$ cat src/rtl/sbuf_pkg.sv
package sbuf_pkg;

  // per-entry ordering and coherence state
  typedef struct packed {
    logic mark;   // held when a barrier arrived
    logic fill;   // line data returned
    logic ack;    // invalidation acknowledgements complete
  } sb_flags_t;

endpackage

$ cat src/rtl/sbuf_store.sv
module sbuf_store
  import sbuf_pkg::*;
#(
  parameter int D  = 8,
  parameter int AW = 16,
  parameter int DW = 32,
  parameter int LW = 2,
  localparam int MW = DW / 8,
  localparam int IW = (D > 1) ? $clog2(D) : 1,
  localparam int CW = $clog2(D + 1),
  localparam int LNW = AW - LW
) (
  input  logic                    clk,
  input  logic                    rst_n,
  input  logic                    push,
  input  logic [AW-1:0]           push_addr,
  input  logic [DW-1:0]           push_data,
  input  logic [MW-1:0]           push_mask,
  input  logic                    push_owned,
  input  logic                    fence,
  input  logic                    fill_valid,
  input  logic [LNW-1:0]          fill_line,
  input  logic                    ack_valid,
  input  logic [LNW-1:0]          ack_line,
  input  logic                    pop,
  input  logic [IW-1:0]           pop_idx,
  output logic [CW-1:0]           count,
  output logic [D-1:0]            ent_valid,
  output logic [D-1:0][AW-1:0]    ent_addr,
  output logic [D-1:0][DW-1:0]    ent_data,
  output logic [D-1:0][MW-1:0]    ent_mask,
  output sb_flags_t [D-1:0]       ent_flags
);

  logic [CW-1:0]        count_q, n_count;
  logic [D-1:0][AW-1:0] addr_q, n_addr;
  logic [D-1:0][DW-1:0] data_q, n_data;
  logic [D-1:0][MW-1:0] mask_q, n_mask;
  sb_flags_t [D-1:0]    flags_q, m_flags, n_flags;

  // slots 0..count-1 are held, slot 0 oldest
  always_comb begin
    for (int i = 0; i < D; i++) begin
      m_flags[i] = flags_q[i];
      if (i < int'(count_q)) begin
        if (fence) m_flags[i].mark = 1'b1;
        if (fill_valid && addr_q[i][AW-1:LW] == fill_line) m_flags[i].fill = 1'b1;
        if (ack_valid && addr_q[i][AW-1:LW] == ack_line) m_flags[i].ack = 1'b1;
      end
    end

    n_addr  = addr_q;
    n_data  = data_q;
    n_mask  = mask_q;
    n_flags = m_flags;
    if (pop) begin
      for (int i = 0; i < D - 1; i++) begin
        if (i >= int'(pop_idx)) begin
          n_addr[i]  = addr_q[i+1];
          n_data[i]  = data_q[i+1];
          n_mask[i]  = mask_q[i+1];
          n_flags[i] = m_flags[i+1];
        end
      end
    end

    n_count = count_q - CW'(pop);
    if (push) begin
      n_addr[IW'(n_count)]  = push_addr;
      n_data[IW'(n_count)]  = push_data;
      n_mask[IW'(n_count)]  = push_mask;
      n_flags[IW'(n_count)] = '{mark: 1'b0, fill: push_owned, ack: push_owned};
      n_count = n_count + CW'(1);
    end
  end

  always_ff @(posedge clk) begin
    if (!rst_n) begin
      count_q <= '0;
      addr_q  <= '0;
      data_q  <= '0;
      mask_q  <= '0;
      flags_q <= '0;
    end else begin
      count_q <= n_count;
      addr_q  <= n_addr;
      data_q  <= n_data;
      mask_q  <= n_mask;
      flags_q <= n_flags;
    end
  end

  always_comb begin
    for (int i = 0; i < D; i++) ent_valid[i] = (i < int'(count_q));
  end

  assign count     = count_q;
  assign ent_addr  = addr_q;
  assign ent_data  = data_q;
  assign ent_mask  = mask_q;
  assign ent_flags = flags_q;

  // the top's ready never lets a push land in a full buffer
  assert_no_overflow_R1: assert property (@(posedge clk) disable iff (!rst_n)
    push |-> (count_q < CW'(D)));

  // the occupancy never exceeds the depth
  assert_count_bound_R1: assert property (@(posedge clk) disable iff (!rst_n)
    count_q <= CW'(D));

  // a removal always names a held slot
  assert_pop_held_R5: assert property (@(posedge clk) disable iff (!rst_n)
    pop |-> (pop_idx < IW'(count_q) || count_q == CW'(D)));

endmodule

$ cat src/rtl/sbuf_pick.sv
module sbuf_pick
  import sbuf_pkg::*;
#(
  parameter int D = 8,
  localparam int IW = (D > 1) ? $clog2(D) : 1
) (
  input  logic              clk,
  input  logic              rst_n,
  input  logic [D-1:0]      ent_valid,
  input  sb_flags_t [D-1:0] ent_flags,
  input  logic              cw_ready,
  output logic              cw_valid,
  output logic [IW-1:0]     pick_idx
);

  logic [D-1:0]  marked, elig;
  logic          any_mark;
  logic [IW-1:0] oldest;
  logic          lock_q;
  logic [IW-1:0] lock_idx_q;

  always_comb begin
    for (int i = 0; i < D; i++) marked[i] = ent_valid[i] & ent_flags[i].mark;
    any_mark = |marked;
    for (int i = 0; i < D; i++)
      elig[i] = ent_valid[i] & ent_flags[i].fill & ent_flags[i].ack &
                (ent_flags[i].mark | ~any_mark);
    oldest = '0;
    for (int i = D - 1; i >= 0; i--)
      if (elig[i]) oldest = IW'(i);
  end

  // a stalled offer keeps its slot; slots below it never move while stalled
  assign cw_valid = lock_q | (|elig);
  assign pick_idx = lock_q ? lock_idx_q : oldest;

  always_ff @(posedge clk) begin
    if (!rst_n) begin
      lock_q     <= 1'b0;
      lock_idx_q <= '0;
    end else begin
      lock_q     <= cw_valid & ~cw_ready;
      lock_idx_q <= pick_idx;
    end
  end

  // whatever is offered has finished coherence
  assert_offer_done_R2: assert property (@(posedge clk) disable iff (!rst_n)
    cw_valid |-> (ent_valid[pick_idx] && ent_flags[pick_idx].fill && ent_flags[pick_idx].ack));

  // no unmarked entry leaves while marked ones remain
  assert_barrier_order_R8: assert property (@(posedge clk) disable iff (!rst_n)
    (cw_valid && any_mark) |-> ent_flags[pick_idx].mark);

endmodule

$ cat src/rtl/sbuf_fwd.sv
module sbuf_fwd #(
  parameter int D  = 8,
  parameter int AW = 16,
  parameter int DW = 32,
  localparam int MW = DW / 8
) (
  input  logic                 ld_valid,
  input  logic [AW-1:0]        ld_addr,
  input  logic [D-1:0]         ent_valid,
  input  logic [D-1:0][AW-1:0] ent_addr,
  input  logic [D-1:0][DW-1:0] ent_data,
  input  logic [D-1:0][MW-1:0] ent_mask,
  output logic                 ld_hit,
  output logic [DW-1:0]        ld_data,
  output logic [MW-1:0]        ld_mask
);

  logic found;

  // higher slots are younger, so the last match wins
  always_comb begin
    found   = 1'b0;
    ld_data = '0;
    ld_mask = '0;
    for (int i = 0; i < D; i++) begin
      if (ent_valid[i] && ent_addr[i] == ld_addr) begin
        found   = 1'b1;
        ld_data = ent_data[i];
        ld_mask = ent_mask[i];
      end
    end
    ld_hit = ld_valid & found;
  end

endmodule

$ cat src/rtl/sbuf_top.sv
module sbuf_top
  import sbuf_pkg::*;
#(
  parameter int DEPTH           = 8,
  parameter int ADDR_W          = 16,
  parameter int DATA_W          = 32,
  parameter int LINE_WORDS_LOG2 = 2,
  localparam int MW  = DATA_W / 8,
  localparam int IW  = (DEPTH > 1) ? $clog2(DEPTH) : 1,
  localparam int CW  = $clog2(DEPTH + 1),
  localparam int LNW = ADDR_W - LINE_WORDS_LOG2
) (
  input  logic              clk,
  input  logic              rst_n,
  input  logic              st_valid,
  output logic              st_ready,
  input  logic [ADDR_W-1:0] st_addr,
  input  logic [DATA_W-1:0] st_data,
  input  logic [MW-1:0]     st_mask,
  input  logic              st_owned,
  input  logic              ld_valid,
  input  logic [ADDR_W-1:0] ld_addr,
  output logic              ld_hit,
  output logic [DATA_W-1:0] ld_data,
  output logic [MW-1:0]     ld_mask,
  input  logic              fence,
  input  logic              fill_valid,
  input  logic [LNW-1:0]    fill_line,
  input  logic              ack_valid,
  input  logic [LNW-1:0]    ack_line,
  output logic              cw_valid,
  input  logic              cw_ready,
  output logic [ADDR_W-1:0] cw_addr,
  output logic [DATA_W-1:0] cw_data,
  output logic [MW-1:0]     cw_mask
);

  logic [CW-1:0]                count;
  logic [DEPTH-1:0]             ent_valid;
  logic [DEPTH-1:0][ADDR_W-1:0] ent_addr;
  logic [DEPTH-1:0][DATA_W-1:0] ent_data;
  logic [DEPTH-1:0][MW-1:0]     ent_mask;
  sb_flags_t [DEPTH-1:0]        ent_flags;
  logic [IW-1:0]                pick_idx;
  logic                         push, pop;

  assign st_ready = (count < CW'(DEPTH));
  assign push     = st_valid & st_ready;
  assign pop      = cw_valid & cw_ready;

  sbuf_store #(.D(DEPTH), .AW(ADDR_W), .DW(DATA_W), .LW(LINE_WORDS_LOG2)) u_store (
    .clk(clk), .rst_n(rst_n),
    .push(push), .push_addr(st_addr), .push_data(st_data), .push_mask(st_mask),
    .push_owned(st_owned), .fence(fence),
    .fill_valid(fill_valid), .fill_line(fill_line),
    .ack_valid(ack_valid), .ack_line(ack_line),
    .pop(pop), .pop_idx(pick_idx),
    .count(count), .ent_valid(ent_valid), .ent_addr(ent_addr),
    .ent_data(ent_data), .ent_mask(ent_mask), .ent_flags(ent_flags)
  );

  sbuf_pick #(.D(DEPTH)) u_pick (
    .clk(clk), .rst_n(rst_n),
    .ent_valid(ent_valid), .ent_flags(ent_flags),
    .cw_ready(cw_ready), .cw_valid(cw_valid), .pick_idx(pick_idx)
  );

  sbuf_fwd #(.D(DEPTH), .AW(ADDR_W), .DW(DATA_W)) u_fwd (
    .ld_valid(ld_valid), .ld_addr(ld_addr),
    .ent_valid(ent_valid), .ent_addr(ent_addr), .ent_data(ent_data), .ent_mask(ent_mask),
    .ld_hit(ld_hit), .ld_data(ld_data), .ld_mask(ld_mask)
  );

  assign cw_addr = ent_addr[pick_idx];
  assign cw_data = ent_data[pick_idx];
  assign cw_mask = ent_mask[pick_idx];

  // a stalled cache write keeps its payload
  assert_hold_R9: assert property (@(posedge clk) disable iff (!rst_n)
    (cw_valid && !cw_ready) |=> (cw_valid && $stable(cw_addr) && $stable(cw_data) && $stable(cw_mask)));

endmodule

$ cat config.mk
export PLATFORM = sky130hd
export DESIGN_NAME = sbuf_top
export DESIGN_NICKNAME = d
export VERILOG_FILES = /design/src/rtl/sbuf_pkg.sv /design/src/rtl/sbuf_store.sv /design/src/rtl/sbuf_pick.sv /design/src/rtl/sbuf_fwd.sv /design/src/rtl/sbuf_top.sv
export SDC_FILE = /design/constraint.sdc
export NUM_CORES = 2
export LEC_CHECK = 0
export ABC_AREA = 0
export BUFFER_PORTS_ARGS = -buffer_cell sky130_fd_sc_hd__buf_2
export CAP_MARGIN = 20
export CORE_MARGIN = 8
export CORE_UTILIZATION = 45
export CTS_CLUSTER_DIAMETER = 200
export DETAILED_ROUTE_END_ITERATION = 10
export PLACE_DENSITY_LB_ADDON = 0.1
export SLEW_MARGIN = 10
export SYNTH_ARGS = -nofsm -noshare
export SYNTH_HDL_FRONTEND = slang
export SYNTH_SLANG_ARGS = --single-unit
$ cat constraint.sdc
create_clock -name clk -period 3.78 [get_ports clk]
set_clock_uncertainty 0.2 [all_clocks]
set_input_delay 0.189 -clock clk [delete_from_list [all_inputs] [get_ports clk]]
set_output_delay 0.189 -clock clk [all_outputs]
set_load 0.01 [all_outputs]
; Word level (Yosys, flattened, before mapping)
; Cells that the tools add are included.
[op_classes]
bitwise = 47
n_addsub = 2
mux = 120
shift = 0
multipliers = 0
magnitude_cmp = 19
n_reduce_logical = 27
n_div = 0
eq_ne = 24
[op_table]
columns = operator, count
row1 = 32-bit 2-to-1 mux, 17
row2 = 224-bit 2-to-1 mux, 2
row3 = 256-bit bitwise mux, 1
row4 = 14-bit == test, 16
row5 = 112-bit 2-to-1 mux, 2
row6 = 16-bit 2-to-1 mux, 9
row7 = 128-bit bitwise mux, 1
row8 = 16-bit == test, 8
row9 = 32-bit binary-select mux with 3-bit select, 1
row10 = 32-bit demux with 3-bit select, 1
row11 = 3-bit 2-to-1 mux, 25
row12 = 4-bit 2-to-1 mux, 18
row13 = 28-bit 2-to-1 mux, 2
row14 = 16-bit binary-select mux with 3-bit select, 1
row15 = 16-bit demux with 3-bit select, 1
row16 = 1-bit AND, 36
row17 = 32-bit bitwise mux, 1
row18 = 1-bit 2-to-1 mux, 32
row19 = 1-bit logical AND, 25
row20 = 24-bit bitwise mux, 1
row21 = 24-bit 2-to-1 mux, 1
row22 = 21-bit 2-to-1 mux, 1
row23 = 3-bit by 4-bit less-than comparator with 1-bit output (first input constant), 4
row24 = 8-bit OR reduction, 2
row25 = other kinds (15), 31
[totals]
latch_bits = 0
mem_bits_rw = 0
in_bits = 105
out_inout_bits = 91
romBits = 0
memories = 0
reg_bits = 448

; Longest topological paths before layout
[logic_depth]
ltp_word = 20
mapped_depth = 19
mapped_depth_nobuf = 15

; Hierarchy
; A second synthesis with hierarchy kept.
[hier_totals]
cells_unflattened = 3666
area_unflattened_um2 = 30626.9
[modules_own_cells]
columns = mod, cells_per_inst, seq_area_each_um2, area_per_inst_um2, instances
row1 = sbuf_store, 2711, 8888.5, 21966.1, 1
row2 = sbuf_fwd, 714, 0.0, 4974.8, 1
row3 = sbuf_top, 189, 0.0, 3169.3, 1
row4 = sbuf_pick, 52, 80.1, 516.7, 1

; Worst setup path after synthesis
; No wires, ideal clock.
[synth_timing]
path_kind = register to register
start = register u_store.count_q[0], in the netlist u_store.count[0]
end = register u_store.flags_q, in the netlist u_store.ent_flags[5]
t_arrival_ps = 3979
path_stages_with_launch = 19
setup_ps = 74
t_required_ps = 3506
period_less_slack_ps = 4253
setup_slack_ps = -473
path_cell_list = dfxtp_1 -> buf_2 -> a311oi_1 -> or3_1 -> and4_1 -> buf_4 -> a221oi_2 -> nand3b_1 -> and2_1 -> clkbuf_1 -> ha_1 -> ha_1 -> xor2_1 -> nor2_1 -> nand2_1 -> clkbuf_1 -> clkbuf_1 -> nand2_1 -> a31oi_1
[synth_via]
word_cells_on_any_way = 77
[synth_lines]
columns = item, line_no
row1 = from (decl), sbuf_store.sv:35  ; logic [CW-1:0] count_q, n_count;
row2 = from (signal assigned), sbuf_store.sv:85  ; count_q <= n_count;
row3 = 1-bit by 4-bit less-than comparator with 1-bit output (tied with other cells), sbuf_store.sv:94  ; for (int i = 0; i < D; i++) ent_valid[i] = (i < int'(count_q));
row4 = 1-bit AND, sbuf_pick.sv:23  ; for (int i = 0; i < D; i++) marked[i] = ent_valid[i] & ent_flags[i].mark;
row5 = 8-bit OR reduction, sbuf_pick.sv:24  ; any_mark = |marked;
row6 = 1-bit inverter, sbuf_pick.sv:27  ; (ent_flags[i].mark | ~any_mark);
row7 = 1-bit bitwise OR, sbuf_pick.sv:27
row8 = 1-bit AND, sbuf_pick.sv:26  ; elig[i] = ent_valid[i] & ent_flags[i].fill & ent_flags[i].ack &
row9 = 8-bit OR reduction (*), sbuf_pick.sv:34  ; assign cw_valid = lock_q | (|elig);
row10 = 1-bit bitwise OR (*), sbuf_pick.sv:34
row11 = net cw_valid, sbuf_top.sv:31  ; output logic cw_valid,
row12 = 1-bit AND (*), sbuf_top.sv:49  ; assign pop = cw_valid & cw_ready;
row13 = 4-bit by 1-bit subtractor with 4-bit output, sbuf_store.sv:67  ; n_count = count_q - CW'(pop);
row14 = 3-bit by 4-bit less-than comparator with 1-bit output (implied by the code) or 3-bit by 1-bit greater-or-equal comparator with 1-bit output (tied branches), sbuf_store.sv:72  ; n_flags[IW'(n_count)] = '{mark: 1'b0, fill: push_owned, ack: push_owned};
row15 = 1-bit logical AND (implied by the code), sbuf_store.sv:72
row16 = 3-bit 2-to-1 mux (implied by the code), sbuf_store.sv:72
row17 = 3-bit demux with 3-bit select, n/a
row18 = 24-bit bitwise mux, sbuf_store.sv:72
row19 = 24-bit 2-to-1 mux (*), sbuf_store.sv:68  ; if (push) begin
row20 = to (signal assigned), sbuf_store.sv:89  ; flags_q <= n_flags;
row21 = to (decl), sbuf_store.sv:39  ; sb_flags_t [D-1:0] flags_q, m_flags, n_flags;
; Mark *: on every way through the listed nets, which the timed path passes. The rest lies on a longest branch.
; A chain may end at the register's enable or synchronous reset.

; Worst setup path in the final report
[layout_timing]
start = register u_store.count_q[2], in the netlist u_store.count[2]
end = output cw_data[4]
[layout_via]
elab_chain_len = 17
word_cells_on_any_way = 61
[layout_lines]
columns = item, line_no
row1 = 1-bit by 4-bit less-than comparator with 1-bit output (tied with other cells), sbuf_store.sv:94
row2 = 1-bit AND, sbuf_pick.sv:23
row3 = 8-bit OR reduction, sbuf_pick.sv:24
row4 = 1-bit inverter, sbuf_pick.sv:27
row5 = 1-bit bitwise OR, sbuf_pick.sv:27
row6 = 1-bit AND, sbuf_pick.sv:26
row7 = 3-bit 2-to-1 mux (7 in series), sbuf_pick.sv:30  ; if (elig[i]) oldest = IW'(i);
row8 = 3-bit 2-to-1 mux (*), sbuf_pick.sv:30
row9 = 3-bit 2-to-1 mux (*), sbuf_pick.sv:35  ; assign pick_idx = lock_q ? lock_idx_q : oldest;
row10 = 32-bit binary-select mux with 3-bit select (*), sbuf_top.sv:75  ; assign cw_data = ent_data[pick_idx];
row11 = 32-bit 2-to-1 mux (implied by the code) (*), sbuf_top.sv:75
row12 = to (decl), sbuf_top.sv:34  ; output logic [DATA_W-1:0] cw_data,
; Mark *: on every way between the ends. The rest lies on a longest branch, timed or not. The select of a mux whose other input is x is not followed.

==> flow_summary.yaml <==
outcome:
  status: "finished with violations"
  violations: "negative setup slack"
timing:
  setup_slack_ns: -0.380
  period_share_pct: 110
  worst_slew_pin_slew_ns: 0.911
  hold_viol: 0
  finalMaxSlewViolations: 0
  rsz0062_at_grt: "true"
  max_freq_mhz: 240
  period_needed_ns: 4.16
  slew_headroom_pct: 39.3
  setup_viol: 255
global_route:
  antenna_found_initial: 7
  gr-usage-met3_pct: 5.71
  grt-busiest-layer: "met2"
  use_met1_pct: 48.1
  grt_use_met2_pct: 56.1
  grt_use_total_pct: 36.2
  grt_pass1_vias: 30000
  grt.overflow.total: 0
  grt_max_degree: 99
  grt_pass1_wl_um: 206000
cts:
  clk_latency_ns: 0.63
  clock-sinks: 448
  h-tree-depth: 2
  cts_inserted_buffers: 55
  cts_root_buf: "clkbuf_16"
  cts_max_path_buffers: 3
  cts.clk_slew.worst_paths_ns: 0.06
  cts_tree: "yes"
placed_design:
  place.gp.congestion: 1.07
  dp_hpwl_um: 92100
  place_ws_ns: -0.0533
  portBuffers: 195
synth:
  yosys_register_bits: 448
  ys_types: 68
  syn_area_mm2: 0.0293
  yosysSeqAreaShare_pct: 30.6
  synth_nets: 4262
  yosysWarnings: 0
  synth_cells: 4154
  syn_area_per_cell_um2: 7.05
  synth-edff-count: 0
  synthArstFlopShare_pct: 0
  ys.flop_type: "dfxtp_1"
power_and_ir_drop:
  power_density_mw_per_mm2: 343
  p_sw_share_pct: 28.7
  switchingPower_mw: 3.73
  combPwrFrac_pct: 15.2
  pwr-share-seq_pct: 39.5
  peakVddDrop_v: 0.000373
  p_int_mw: 9.26
  power_leakage_nw: 14.3
  p_clk_share_pct: 45.3
worst_setup_path:
  endpoint_kind: "primary output"
  cp-start-kind: "register"
  crit_fanout: 8
  reg2reg_from: "u_store.count[3]$_SDFF_PN0_"
  path_delay_family: "simple AND/OR/NAND/NOR gates"
  cpPeakStageDelay_ns: 0.55
  cpMaxStageDelayCell: "or4_4"
  path_buf_inv: 6
  crit_start: "u_store.count[2]$_SDFF_PN0_"
  crit_chain: "buf_6 > o211a_1 > a31oi_4 > and4_4 > mux2i_1 > a211oi_2 > buf_4 > or2_4 > buf_12 > buf_12 > clkbuf_16 > nand2_4 > a21oi_2 > or4_4 > buf_6"
  cp.arrival_ns: 3.77
  crit_type: "register to primary output"
  cp.required_ns: 3.39
  rrSetupSlack_ns: -0.17
die:
  top_level_ports: 196
  rows: 93
  die-height_um: 271
  dieWidth_um: 271
  start_util_pct: 45.5
  die-area_mm2: 0.0735
  coreArea_mm2: 0.0645
finish:
  final_common_cell: "nand2_1"
  utilization_pct: 58.7
  drive_gt1_share_pct: 19.8
  area_growth_pct: 29.0
  nets: 4437
  mostFrequentLayoutCells: "nand2_1, dfxtp_1, a21oi_1"
routing:
  vias_per_cell: 6.36
  vias: 33300
  drt_drc_violations_left: 0
  ant_nets: 0
  wire_per_inst_um: 28.3
  first_iter_violations: 4726
  firstDrtPassIters: 10
  finalWirelength_um: 148000
min_path:
  min_path_type: "input pin to register"
  worstHoldStart: "ack_valid"
run:
  maxCapViolations: 0
-- per-stage QoR --
stage	cells	cell area (µm²)	total power [mW]	hold slack (ns)	setup TNS, ns
final	5234	37800	13.0	0.0744	-32.95
after global routing	5232	37800	13.3	0.0893	-72.70
after CTS	5175	36100	12.8	0.0422	-17.92
after global placement	4972	32300	6.84	0.269	-0.0709
after detailed placement	4973	32400	6.84	0.275	-2.06
after floorplan	4154	29500	6.14	0.0651	0
-- sequential cells by signal, indices dropped and copies added (netlist names) --
register and count:
u_store.ent_mask 32, u_store.ent_data 256, u_store.count 4, u_pick.lock_q 1
u_store.ent_flags 24, u_store.ent_addr 128, u_pick.lock_idx_q 3
-- final timing paths --
kind / cells after the start / end
hold / removal: 5 / u_store.ent_flags[21]$_SDFF_PN0_
setup reg to reg: 17 / u_store.ent_addr[11]$_SDFF_PN0_
setup / recovery: 15 / cw_data[4]
hold reg to reg: 2 / u_store.ent_data[250]$_SDFFE_PN0P_
-- metal layers --
metal  vias up  part of all wire [%]
li1      14700                     -
met1     15800                    39
met2      2209                    44
met3       495                    10
met4         2                   6.7
met5         -                0.0088
-- synth_stat cells (all sizes together) (8+ instances only) --
master | count | area [µm²]
o211ai | 41 | 308
xnor2 | 249 | 2180
nand3 | 25 | 125
nand4 | 68 | 425
buf | 85 | 469
or4 | 52 | 390
clkbuf | 394 | 1480
a41oi | 8 | 70.1
nor3 | 10 | 50.1
nor2 | 137 | 522
inv | 47 | 176
dfxtp | 448 | 8970
a21oi | 417 | 2100
o221ai | 35 | 307
mux2i | 200 | 2000
a311oi | 53 | 464
a211oi | 61 | 480
nand2b | 34 | 213
and3 | 8 | 50.1
nor4 | 44 | 282
o21ai | 386 | 1940
a31oi | 160 | 1000
nand2 | 1026 | 3860
xor2 | 107 | 937
-- cells by family (layout without fill, tap and decap cells) --
kind of cell / after synthesis / in the layout / share of synthesized area, %
adders and majority gates: 3 / 3 / 0.128
other: 0 / 7 / 0
xor gates and xnor gates: 356 / 356 / 10.6
DFF: 448 / 448 / 30.6
AOI/OAI and AO/OA: 1189 / 1189 / 23.6
buffers and inverters: 527 / 743 / 7.26
and+or+nand+nor: 1425 / 1427 / 20.7
muxes: 206 / 206 / 7.06
-- layout make-up --
type,instances,area (µm²)
fillers,5938,26700
multi-input cells,3181,19300
flip-flops and latches,448,9010
repair buffers,595,6240
clock buffers,83,1650
well taps,855,1070
clock inverters,17,325
inverters,48,189
diodes,7,17.5
-- power by group through the flow --
stage | Clock, mW | Sequential (mW) | Combinational, mW
finish | 5.88 | 5.13 | 1.98
global route | 6.07 | 5.15 | 2.07
CTS | 5.89 | 5.11 | 1.75
detailed placement | 0 | 5.21 | 1.63
global placement | 0 | 5.22 | 1.62
floorplan | 0 | 5.10 | 1.04
-- worst min-delay path: cells and delay by family --
family | cells | cell delay, ns
buffers and inverters | 1 | 0.22
AO/OA/AOI/OAI | 2 | 0.24
AND/OR/NAND/NOR | 2 | 0.19
-- repair_timing --
item	in CTS	in global routing
endpoints found under the setup margin	252	360
hold endpoints to repair	445	0
setup buffers	29	19
hold buffers	57	0
gates cloned	16	35
pin swaps	29	55
resized for setup	120	234
No activity file was read; power rests on OpenSTA's default activity.
